==> src/rtl/phy_init_pkg.sv <==
package phy_init_pkg;
  localparam int REG_W    = 32;
  localparam int TRIG_BIT = 31;
  localparam int SLOW_BIT = 29;
  localparam int SDIO_BIT = 28;
  localparam int FIELD_W  = 4;
  localparam int N_FIELDS = 4;
  localparam int TAIL_LEN = 8;

  // phase value k+1 is timed by field k
  typedef enum logic [2:0] {
    PH_IDLE   = 3'd0,
    PH_RST    = 3'd1,
    PH_GAP    = 3'd2,
    PH_EN     = 3'd3,
    PH_SETTLE = 3'd4,
    PH_TAIL   = 3'd5
  } phase_e;
endpackage

==> src/rtl/phy_init_regs.sv <==
module phy_init_regs
  import phy_init_pkg::*;
#(
  parameter int DATA_W = REG_W,
  parameter int FLD_W  = FIELD_W,
  parameter int N_FLD  = N_FIELDS
) (
  input  logic                   clk_i,
  input  logic                   rst_ni,
  input  logic                   wr_en_i,
  input  logic [DATA_W-1:0]      wr_data_i,
  input  logic                   busy_i,
  output logic                   start_o,
  output logic [N_FLD*FLD_W-1:0] fields_o,
  output logic [DATA_W-1:0]      rd_data_o
);
  localparam int FLDS_W = N_FLD * FLD_W;

  logic [FLDS_W-1:0] fields_q;
  logic              slow_q, sdio_q;
  logic              wr_idle;

  assign wr_idle = wr_en_i && !busy_i;
  assign start_o = wr_idle && wr_data_i[TRIG_BIT];

  always_ff @(posedge clk_i or negedge rst_ni) begin
    if (!rst_ni) begin
      fields_q <= '0;
      slow_q   <= 1'b0;
      sdio_q   <= 1'b0;
    end else begin
      if (wr_idle) fields_q <= wr_data_i[FLDS_W-1:0];
      if (wr_en_i) begin
        slow_q <= wr_data_i[SLOW_BIT];
        sdio_q <= wr_data_i[SDIO_BIT];
      end
    end
  end

  // sequencer sees the lengths being written on the start edge
  assign fields_o = start_o ? wr_data_i[FLDS_W-1:0] : fields_q;

  always_comb begin
    rd_data_o              = '0;
    rd_data_o[FLDS_W-1:0]  = fields_q;
    rd_data_o[SLOW_BIT]    = slow_q;
    rd_data_o[SDIO_BIT]    = sdio_q;
    rd_data_o[TRIG_BIT]    = busy_i;
  end
endmodule

==> src/rtl/phy_init_fsm.sv <==
module phy_init_fsm
  import phy_init_pkg::*;
#(
  parameter int FLD_W = FIELD_W,
  parameter int N_FLD = N_FIELDS,
  parameter int TAIL  = TAIL_LEN
) (
  input  logic                   clk_i,
  input  logic                   rst_ni,
  input  logic                   start_i,
  input  logic [N_FLD*FLD_W-1:0] fields_i,
  output logic                   busy_o,
  output logic                   sync_rst_o,
  output logic                   sync_en_o,
  output logic                   done_o
);
  localparam int TAIL_W = $clog2(TAIL);
  localparam int CNT_W  = (FLD_W > TAIL_W) ? FLD_W : TAIL_W;

  phase_e           phase_q, phase_nxt;
  logic [CNT_W-1:0] cnt_q, cnt_load;
  logic             done_q;

  // first programmed phase after cur with a non-zero length, else tail
  function automatic phase_e next_after(input phase_e cur,
                                        input logic [N_FLD*FLD_W-1:0] f);
    phase_e r;
    r = PH_TAIL;
    for (int k = N_FLD - 1; k >= 0; k--) begin
      if ((k + 1) > int'(cur) && f[k*FLD_W +: FLD_W] != '0) r = phase_e'(k + 1);
    end
    return r;
  endfunction

  function automatic logic [CNT_W-1:0] len_of(input phase_e p,
                                              input logic [N_FLD*FLD_W-1:0] f);
    logic [CNT_W-1:0] v;
    int               idx;
    idx = int'(p) - 1;
    if (p == PH_TAIL)  v = CNT_W'(TAIL - 1);
    else if (idx < 0)  v = '0;
    else               v = CNT_W'(f[idx*FLD_W +: FLD_W]) - CNT_W'(1);
    return v;
  endfunction

  always_comb begin
    phase_nxt = next_after(phase_q, fields_i);
    cnt_load  = len_of(phase_nxt, fields_i);
  end

  always_ff @(posedge clk_i or negedge rst_ni) begin
    if (!rst_ni) begin
      phase_q <= PH_IDLE;
      cnt_q   <= '0;
      done_q  <= 1'b0;
    end else begin
      done_q <= (phase_q == PH_TAIL) && (cnt_q == '0);
      if (phase_q == PH_IDLE) begin
        if (start_i) begin
          phase_q <= phase_nxt;
          cnt_q   <= cnt_load;
        end
      end else if (cnt_q == '0) begin
        if (phase_q == PH_TAIL) begin
          phase_q <= PH_IDLE;
        end else begin
          phase_q <= phase_nxt;
          cnt_q   <= cnt_load;
        end
      end else begin
        cnt_q <= cnt_q - CNT_W'(1);
      end
    end
  end

  assign busy_o     = (phase_q != PH_IDLE);
  assign sync_rst_o = (phase_q == PH_RST);
  assign sync_en_o  = (phase_q == PH_EN);
  assign done_o     = done_q;
endmodule

==> src/rtl/phy_init_seq.sv <==
module phy_init_seq
  import phy_init_pkg::*;
#(
  parameter int DATA_W = REG_W,
  parameter int FLD_W  = FIELD_W,
  parameter int N_FLD  = N_FIELDS,
  parameter int TAIL   = TAIL_LEN
) (
  input  logic              clk_i,
  input  logic              rst_ni,
  input  logic              wr_en_i,
  input  logic [DATA_W-1:0] wr_data_i,
  output logic [DATA_W-1:0] rd_data_o,
  output logic              sync_rst_o,
  output logic              sync_en_o,
  output logic              init_done_o
);
  logic                   busy, start;
  logic [N_FLD*FLD_W-1:0] fields;

  phy_init_regs #(.DATA_W(DATA_W), .FLD_W(FLD_W), .N_FLD(N_FLD)) u_regs (
    .clk_i     (clk_i),
    .rst_ni    (rst_ni),
    .wr_en_i   (wr_en_i),
    .wr_data_i (wr_data_i),
    .busy_i    (busy),
    .start_o   (start),
    .fields_o  (fields),
    .rd_data_o (rd_data_o)
  );

  phy_init_fsm #(.FLD_W(FLD_W), .N_FLD(N_FLD), .TAIL(TAIL)) u_fsm (
    .clk_i      (clk_i),
    .rst_ni     (rst_ni),
    .start_i    (start),
    .fields_i   (fields),
    .busy_o     (busy),
    .sync_rst_o (sync_rst_o),
    .sync_en_o  (sync_en_o),
    .done_o     (init_done_o)
  );
endmodule

==> config.mk <==
export PLATFORM = sky130hd
export DESIGN_NAME = phy_init_seq
export DESIGN_NICKNAME = d
export VERILOG_FILES = /design/src/rtl/phy_init_pkg.sv /design/src/rtl/phy_init_regs.sv /design/src/rtl/phy_init_fsm.sv /design/src/rtl/phy_init_seq.sv
export SDC_FILE = /design/constraint.sdc
export NUM_CORES = 1
export LEC_CHECK = 0
export BUFFER_PORTS_ARGS = -buffer_cell sky130_fd_sc_hd__buf_2
export CORE_MARGIN = 5
export CORE_UTILIZATION = 50
export DETAILED_ROUTE_END_ITERATION = 12
export MAX_ROUTING_LAYER = met4
export PLACE_DENSITY = 0.8
export SLEW_MARGIN = 0
export SYNTH_ARGS = -nofsm -noshare
export SYNTH_HDL_FRONTEND = slang
export SYNTH_SLANG_ARGS = --single-unit
==> constraint.sdc <==
create_clock -name clk_i -period 4.7 [get_ports clk_i]
set_input_delay 0.47 -clock clk_i [delete_from_list [all_inputs] [get_ports clk_i]]
set_output_delay 0.47 -clock clk_i [all_outputs]
set_load 0.005 [all_outputs]
Word-level counts from Yosys, hierarchy flattened
Cells that the tools add are included.
- output and inout port bits: 35
- register bits: 26
- add/sub/neg operators: 3
- magnitude comparators: 5
- equality and inequality tests: 6
- shift operators: 1
- reduce and logical (&&, ||, !) cells: 18
- mux-type cells: 15
- operators with widths (kind ; number):
    $lt A32 B1 Y1 const B ; 1
    $shiftx A16 B32 Y4 ; 1
    $mux W4 ; 6
    $mux W3 ; 7
    $mux W16 ; 1
    $reduce_bool A4 Y1 ; 4
    $sub A4 B1 Y4 const B ; 2
    $logic_and A1 B1 Y1 ; 7
    $eq A3 B3 Y1 const B ; 2
    $gt A2 B3 Y1 const A ; 2
    $logic_not A4 Y1 ; 1
    $reduce_and A2 Y1 ; 2
    $sub A3 B1 Y4 const B ; 1
    $eq A3 B1 Y1 const B ; 1
    $eq A3 B2 Y1 const B ; 1
    $gt A1 B3 Y1 const A ; 1
    $gt A3 B3 Y1 const A ; 1
    $logic_not A3 Y1 ; 1
    $ne A3 B3 Y1 const B ; 1
    $reduce_bool A3 Y1 ; 1
    $ne A2 B2 Y1 const B ; 1
    $reduce_bool A2 Y1 ; 1
    $logic_not A1 Y1 ; 1
    $mux W1 ; 1

Longest topological paths before layout
- depth after elaboration: 19
- gate-level depth with buffers: 16

Cells and area by module
Synthesis repeated with hierarchy kept, for this count alone.
- cell total of the unflattened synthesis: 191
- area, all modules: 1984.4 um^2
- modules (own cells, without submodules) (module ; times used ; area each (um^2) ; cells each ; sequential area each (um^2)):
    phy_init_regs ; 1 ; 1069.8 ; 75 ; 450.4
    phy_init_fsm ; 1 ; 914.6 ; 116 ; 200.2

Least setup slack after synthesis
Ideal clock, no wire load.
- path kind: input port to flip-flop
- from: input wr_data_i[8]
- to: register u_fsm.cnt_q[2]
- arrival: 3.287 ns
- data required time: 4.572 ns
- cell stages on the path: 14
- path slack: 1.286 ns
- cell sequence: or4_1 > a21o_1 > a22oi_2 > nand2_2 > ha_1 > clkbuf_1 > mux4_2 > mux2_1 > nand2_1 > ha_1 > inv_1 > nor2_1 > and3_1 > nor3_1
- word-level cells in the longest chain between the ends: 14
- ends and longest elaborated chain (what ; line ; RTL):
    start: declaration ; phy_init_seq.sv:12 ; input logic [DATA_W-1:0] wr_data_i,
    $mux W16 (*) ; phy_init_regs.sv:41 ; assign fields_o = start_o ? wr_data_i[FLDS_W-1:0] : fields_q;
    $reduce_bool A4 Y1 ; phy_init_fsm.sv:30 ; if ((k + 1) > int'(cur) && f[k*FLD_W +: FLD_W] != '0) r = phase_e'(k + 1);
    $logic_and A1 B1 Y1 ; phy_init_fsm.sv:30 ;
    $mux W3 (3 in a row) ; phy_init_fsm.sv:30 ;
    $sub A3 B1 Y4 ; phy_init_fsm.sv:39 ; idx = int'(p) - 1;
    $shiftx A16 B32 Y4 ; phy_init_fsm.sv:42 ; else v = CNT_W'(f[idx*FLD_W +: FLD_W]) - CNT_W'(1);
    $sub A4 B1 Y4 ; phy_init_fsm.sv:42 ;
    $mux W4 ; phy_init_fsm.sv:41 ; else if (idx < 0) v = '0;
    $mux W4 (*) ; phy_init_fsm.sv:40 ; if (p == PH_TAIL) v = CNT_W'(TAIL - 1);
    $mux W4 ; phy_init_fsm.sv:64 ; if (phase_q == PH_TAIL) begin
    $mux W4 ; phy_init_fsm.sv:63 ; end else if (cnt_q == '0) begin
    $mux W4 (*) ; phy_init_fsm.sv:58 ; if (phase_q == PH_IDLE) begin
    end signal: assignment ; phy_init_fsm.sv:61 ; cnt_q <= cnt_load;
    end signal: assignment ; phy_init_fsm.sv:68 ; cnt_q <= cnt_load;
    end signal: assignment ; phy_init_fsm.sv:71 ; cnt_q <= cnt_q - CNT_W'(1);
    end: declaration ; phy_init_fsm.sv:21 ; logic [CNT_W-1:0] cnt_q, cnt_load;
Every way passes the cells marked *; elsewhere a longest branch is shown, timed or not. The select of a mux whose other input is x is not followed.
A chain may end at the register's enable or synchronous reset.

Final worst setup path
- from: register u_fsm.phase_q[2]
- to: register u_fsm.cnt_q[1]
- word-level cells in the longest chain between the ends: 19
- ends and longest elaborated chain (what ; line ; RTL):
    start: declaration ; phy_init_fsm.sv:20 ; phase_e phase_q, phase_nxt;
    start signal: assignment ; phy_init_fsm.sv:60 ; phase_q <= phase_nxt;
    start signal: assignment ; phy_init_fsm.sv:67 ; phase_q <= phase_nxt;
    $reduce_bool A3 Y1 ; phy_init_fsm.sv:76 ; assign busy_o = (phase_q != PH_IDLE);
    $logic_not A1 Y1 ; phy_init_regs.sv:23 ; assign wr_idle = wr_en_i && !busy_i;
    $logic_and A1 B1 Y1 ; phy_init_regs.sv:23 ;
    $logic_and A1 B1 Y1 ; phy_init_regs.sv:24 ; assign start_o = wr_idle && wr_data_i[TRIG_BIT];
    $mux W16 ; phy_init_regs.sv:41 ;
    $reduce_bool A4 Y1 ; phy_init_fsm.sv:30 ;
    $logic_and A1 B1 Y1 ; phy_init_fsm.sv:30 ;
    $mux W1 ; phy_init_fsm.sv:30 ;
    $mux W3 (3 in a row) ; phy_init_fsm.sv:30 ;
    $sub A3 B1 Y4 ; phy_init_fsm.sv:39 ;
    $shiftx A16 B32 Y4 ; phy_init_fsm.sv:42 ;
    $sub A4 B1 Y4 ; phy_init_fsm.sv:42 ;
    $mux W4 ; phy_init_fsm.sv:41 ;
    $mux W4 ; phy_init_fsm.sv:40 ;
    $mux W4 ; phy_init_fsm.sv:64 ;
    $mux W4 ; phy_init_fsm.sv:63 ;
    $mux W4 ; phy_init_fsm.sv:58 ;
Several ways; a longest one is shown, not always the timed one. The select of a mux whose other input is x is not followed.

==> out/results.tsv <==
stage	metric	value	unit
placement	GPL Wtd Cong	0.919	
sta	Final Hold Slack	0.180	ns
drt	First-pass DRT Iterations	4	
sta	RSZ-0062 raised after global routing	no	
sta	Slew Limit Fails	0	
grt	GRT Residual Overflow	0	
drt	DRT antenna net count	0	
clocking	clock root cell	clkbuf_8	
drt	DRT Wirelength	4370	µm
job	max capacitance violation total	0	
placement	DP HPWL	3460	µm
yosys	sequential area share after synthesis	0.334	
sta	fmax	255	MHz
yosys	Post-Synthesis Cell Area	0.00195	mm²
power_and_ir_drop	sequential power share	0.234	
power_and_ir_drop	Power per Cell Area	878	mW/mm²
drt	total number of vias	1620	
clocking	htree depth	1	
grt	initial antenna violation count	0	
cells_and_area	share of cells above drive strength 1	0.297	
floorplan	Top Ports	70	
sta	Least-Margin Pin Slew	0.575	ns
floorplan	Die Y	72.4	µm
floorplan	total die area	0.00524	mm²
clocking	clock sinks	26	
power_and_ir_drop	static leakage	1.10	nW
grt	Total GRT Usage	0.180	
cells_and_area	Nets	289	
status	status	finished, final reports clean	
sta	final period utilization	0.835	
hold_path	worst hold path class	in -> async	
clocking	Clock Latency Late Sink	0.28	ns
placement	PortBufs	43	
yosys	Seq cells post-synth	26	
drt	vias per cell	5.45	
floorplan	DIE WIDTH	72.4	µm
grt	largest net degree at the start of global routing	27	
critical_path	setup slack, reg-to-reg	0.78	ns
critical_path	WP data required	4.89	ns
critical_path	critical path class	reg -> reg	
clocking	maximum clock path buffer count	2	
yosys	Mapped Cells	213	
cells_and_area	Final Util	0.585	
power_and_ir_drop	sw power	0.000887	W
clocking	clock transition at the registers of the reported paths	0.09	ns
clocking	Hold Buf Count CTS	0	
power_and_ir_drop	clock network power share	0.098	
critical_path	Critical Path Fanout Max	21	
floorplan	Initial Util	0.524	
yosys	Avg Inst Size Synth	9.14	µm²
clocking	post-CTS sizing	0	
critical_path	Worst Setup End Kind	flip-flop	
sta	# setup viols final	0	
power_and_ir_drop	post-route total power	0.00191	W
sta	final setup TNS	0	ns
clocking	TritonCTS clock tree	built	
floorplan	row cnt	22	
cells_and_area	ant diodes	0	
drt	drt wl/cell	14.7	µm
sta	Final Hold Vio Count	0	
floorplan	core area	0.00372	mm²
drt	drt drc	0	
sta	Clock Skew	0.00490	ns
clocking	post-CTS setup buffer count	0	
sta	post-route minimum period	3.92	ns
sta	Slew HR	0.617	
grt	vias in the first global route	1592	
power_and_ir_drop	cell internal pwr	0.00102	W
critical_path	CP Launch Type	flip-flop	
clocking	Inserted Clock Buffers	3	
yosys	library cells used by synthesis	54	
grt	first-pass GRT wire length	7400	µm
cells_and_area	Synth-to-Final Area Change	11.7	%
critical_path	CP Data Arrival Time	4.12	ns
power_and_ir_drop	logic gate share of total power	0.668	
power_and_ir_drop	Sw Ratio	0.465	
drt	Iter 0 DRT Violations	76	
power_and_ir_drop	Peak VDD IR	0.000439	V
critical_path	R2R depth	13	
yosys	Synth Warn #	0	
registers in the layout, summed over array words and instances, names as in the netlist:
signal           cells
u_fsm.done_o         1
u_regs.fields_q     16
u_regs.sdio_q        1
u_fsm.cnt_q          4
u_regs.slow_q        1
u_fsm.phase_q        3
through the flow:
stage	setup WS (ns)	cells	instance area, µm²
floorplan	1.29	225	1990
global placement	0.916	293	2100
detailed placement	0.870	293	2100
CTS	0.785	297	2170
global route	0.536	297	2170
finish	0.776	297	2170
critical path, stage by stage, from the launching register on:
cell and delay, ns:
dfrtp_1 0.55, nor4b_4 0.33, buf_4 0.29, a22oi_2 0.16
a221oi_4 0.38, nand3_1 0.21, ha_1 0.53, mux4_2 0.39
mux2_1 0.33, nand2_1 0.08, ha_1 0.24, o311ai_0 0.12
nand3_1 0.12, o21ai_0 0.10
routing by layer:
| metal | vias up | wire (µm) | track usage |
|---|---|---|---|
| li1 | 795 | - | - |
| met1 | 770 | 1910 | 0.221 |
| met2 | 49 | 2150 | 0.311 |
| met3 | 6 | 255 | 0.0360 |
| met4 | 0 | 56 | 0.0287 |
| met5 | - | 0 | - |
cells in the mapped netlist (all sizes together):
| cell | instances | area, µm² |
|---|---|---|
| a31oi | 1 | 6.26 |
| xnor2 | 1 | 8.76 |
| inv | 10 | 37.5 |
| mux2i | 1 | 10.0 |
| ha | 4 | 50.1 |
| a21oi | 2 | 13.8 |
| or3b | 1 | 8.76 |
| nor4b | 1 | 23.8 |
| o211a | 2 | 27.5 |
| nor4 | 6 | 43.8 |
| nor3b | 1 | 7.51 |
| or2 | 1 | 6.26 |
| a211oi | 4 | 35.0 |
| mux4 | 8 | 180 |
| a221oi | 2 | 35.0 |
| a22o | 1 | 8.76 |
| nand3 | 6 | 30.0 |
| o22ai | 1 | 6.26 |
| buf | 21 | 160 |
| nor2b | 2 | 12.5 |
| and2 | 1 | 6.26 |
| or4 | 4 | 30.0 |
| dfrtp | 26 | 651 |
| a211o | 1 | 8.76 |
| o21ai | 5 | 25.0 |
| mux2 | 4 | 45.0 |
| o31ai | 1 | 7.51 |
| o21a | 1 | 7.51 |
| nor2 | 4 | 17.5 |
| and3 | 5 | 31.3 |
| o311ai | 2 | 25.0 |
| a21o | 2 | 15.0 |
| nand2 | 67 | 262 |
| clkbuf | 3 | 11.3 |
| o311a | 1 | 10.0 |
| conb | 1 | 3.75 |
| nor3 | 4 | 31.3 |
| a22oi | 4 | 40.0 |
| nand3b | 1 | 7.51 |
cell families (layout without fill, tap and decap cells):
logic type | count (synthesis) | after routing | synth area share
other | 1 | 13 | 0.00193
buffers and inverters | 34 | 58 | 0.107
AOI/OAI and AO/OA | 30 | 30 | 0.139
xor gates and xnor gates | 1 | 1 | 0.00450
adders and majority gates | 4 | 4 | 0.0257
and+or+nand+nor | 104 | 104 | 0.266
muxes | 13 | 13 | 0.121
DFF | 26 | 26 | 0.334
final timing paths:
kind / from / to
max: u_fsm.phase_q[2] / u_fsm.cnt_q[1]
min: rst_ni / u_regs.fields_q[5]
max reg2reg: u_fsm.phase_q[2] / u_fsm.cnt_q[1]
min reg2reg: u_regs.sdio_q / u_regs.sdio_q
max in group asynchronous: rst_ni / u_fsm.cnt_q[3]
min in group clk_i: wr_data_i[10] / u_regs.fields_q[10]
area by class of cell:
class / count / area (µm²)
multi-input cells: 165 / 1130
clock inverters: 1 / 30.0
flip-flops and latches: 26 / 651
clock buffers: 3 / 41.3
repair buffers: 44 / 223
inverters: 10 / 37.5
well taps: 48 / 60.1
fillers: 317 / 1540
layout by cell type (no fill, tap or decap), drive strengths merged, types with 2 or more instances in the layout:
cell and n:
a211oi 4, a21o 2, a21oi 2, a221oi 2, a22oi 4, and3 5
buf 44, clkbuf 3, conb 13, dfrtp 26, ha 4, inv 10
mux2 4, mux4 8, nand2 67, nand3 6, nor2 4, nor2b 2
nor3 4, nor4 6, o211a 2, o21ai 5, o311ai 2, or4 4
power groups by stage:
| stage | sequential [W] | clock, W | combinational (W) |
|---|---|---|---|
| final | 0.000447 | 0.000187 | 0.00128 |
| after CTS | 0.000446 | 0.000191 | 0.00128 |
| after global routing | 0.000464 | 0.000198 | 0.00143 |
| after detailed placement | 0.000449 | 0 | 0.00126 |
| after floorplan | 0.000399 | 0 | 0.00103 |
| after global placement | 0.000442 | 0 | 0.00123 |
Note: power is estimated with default switching activity, not from simulation.
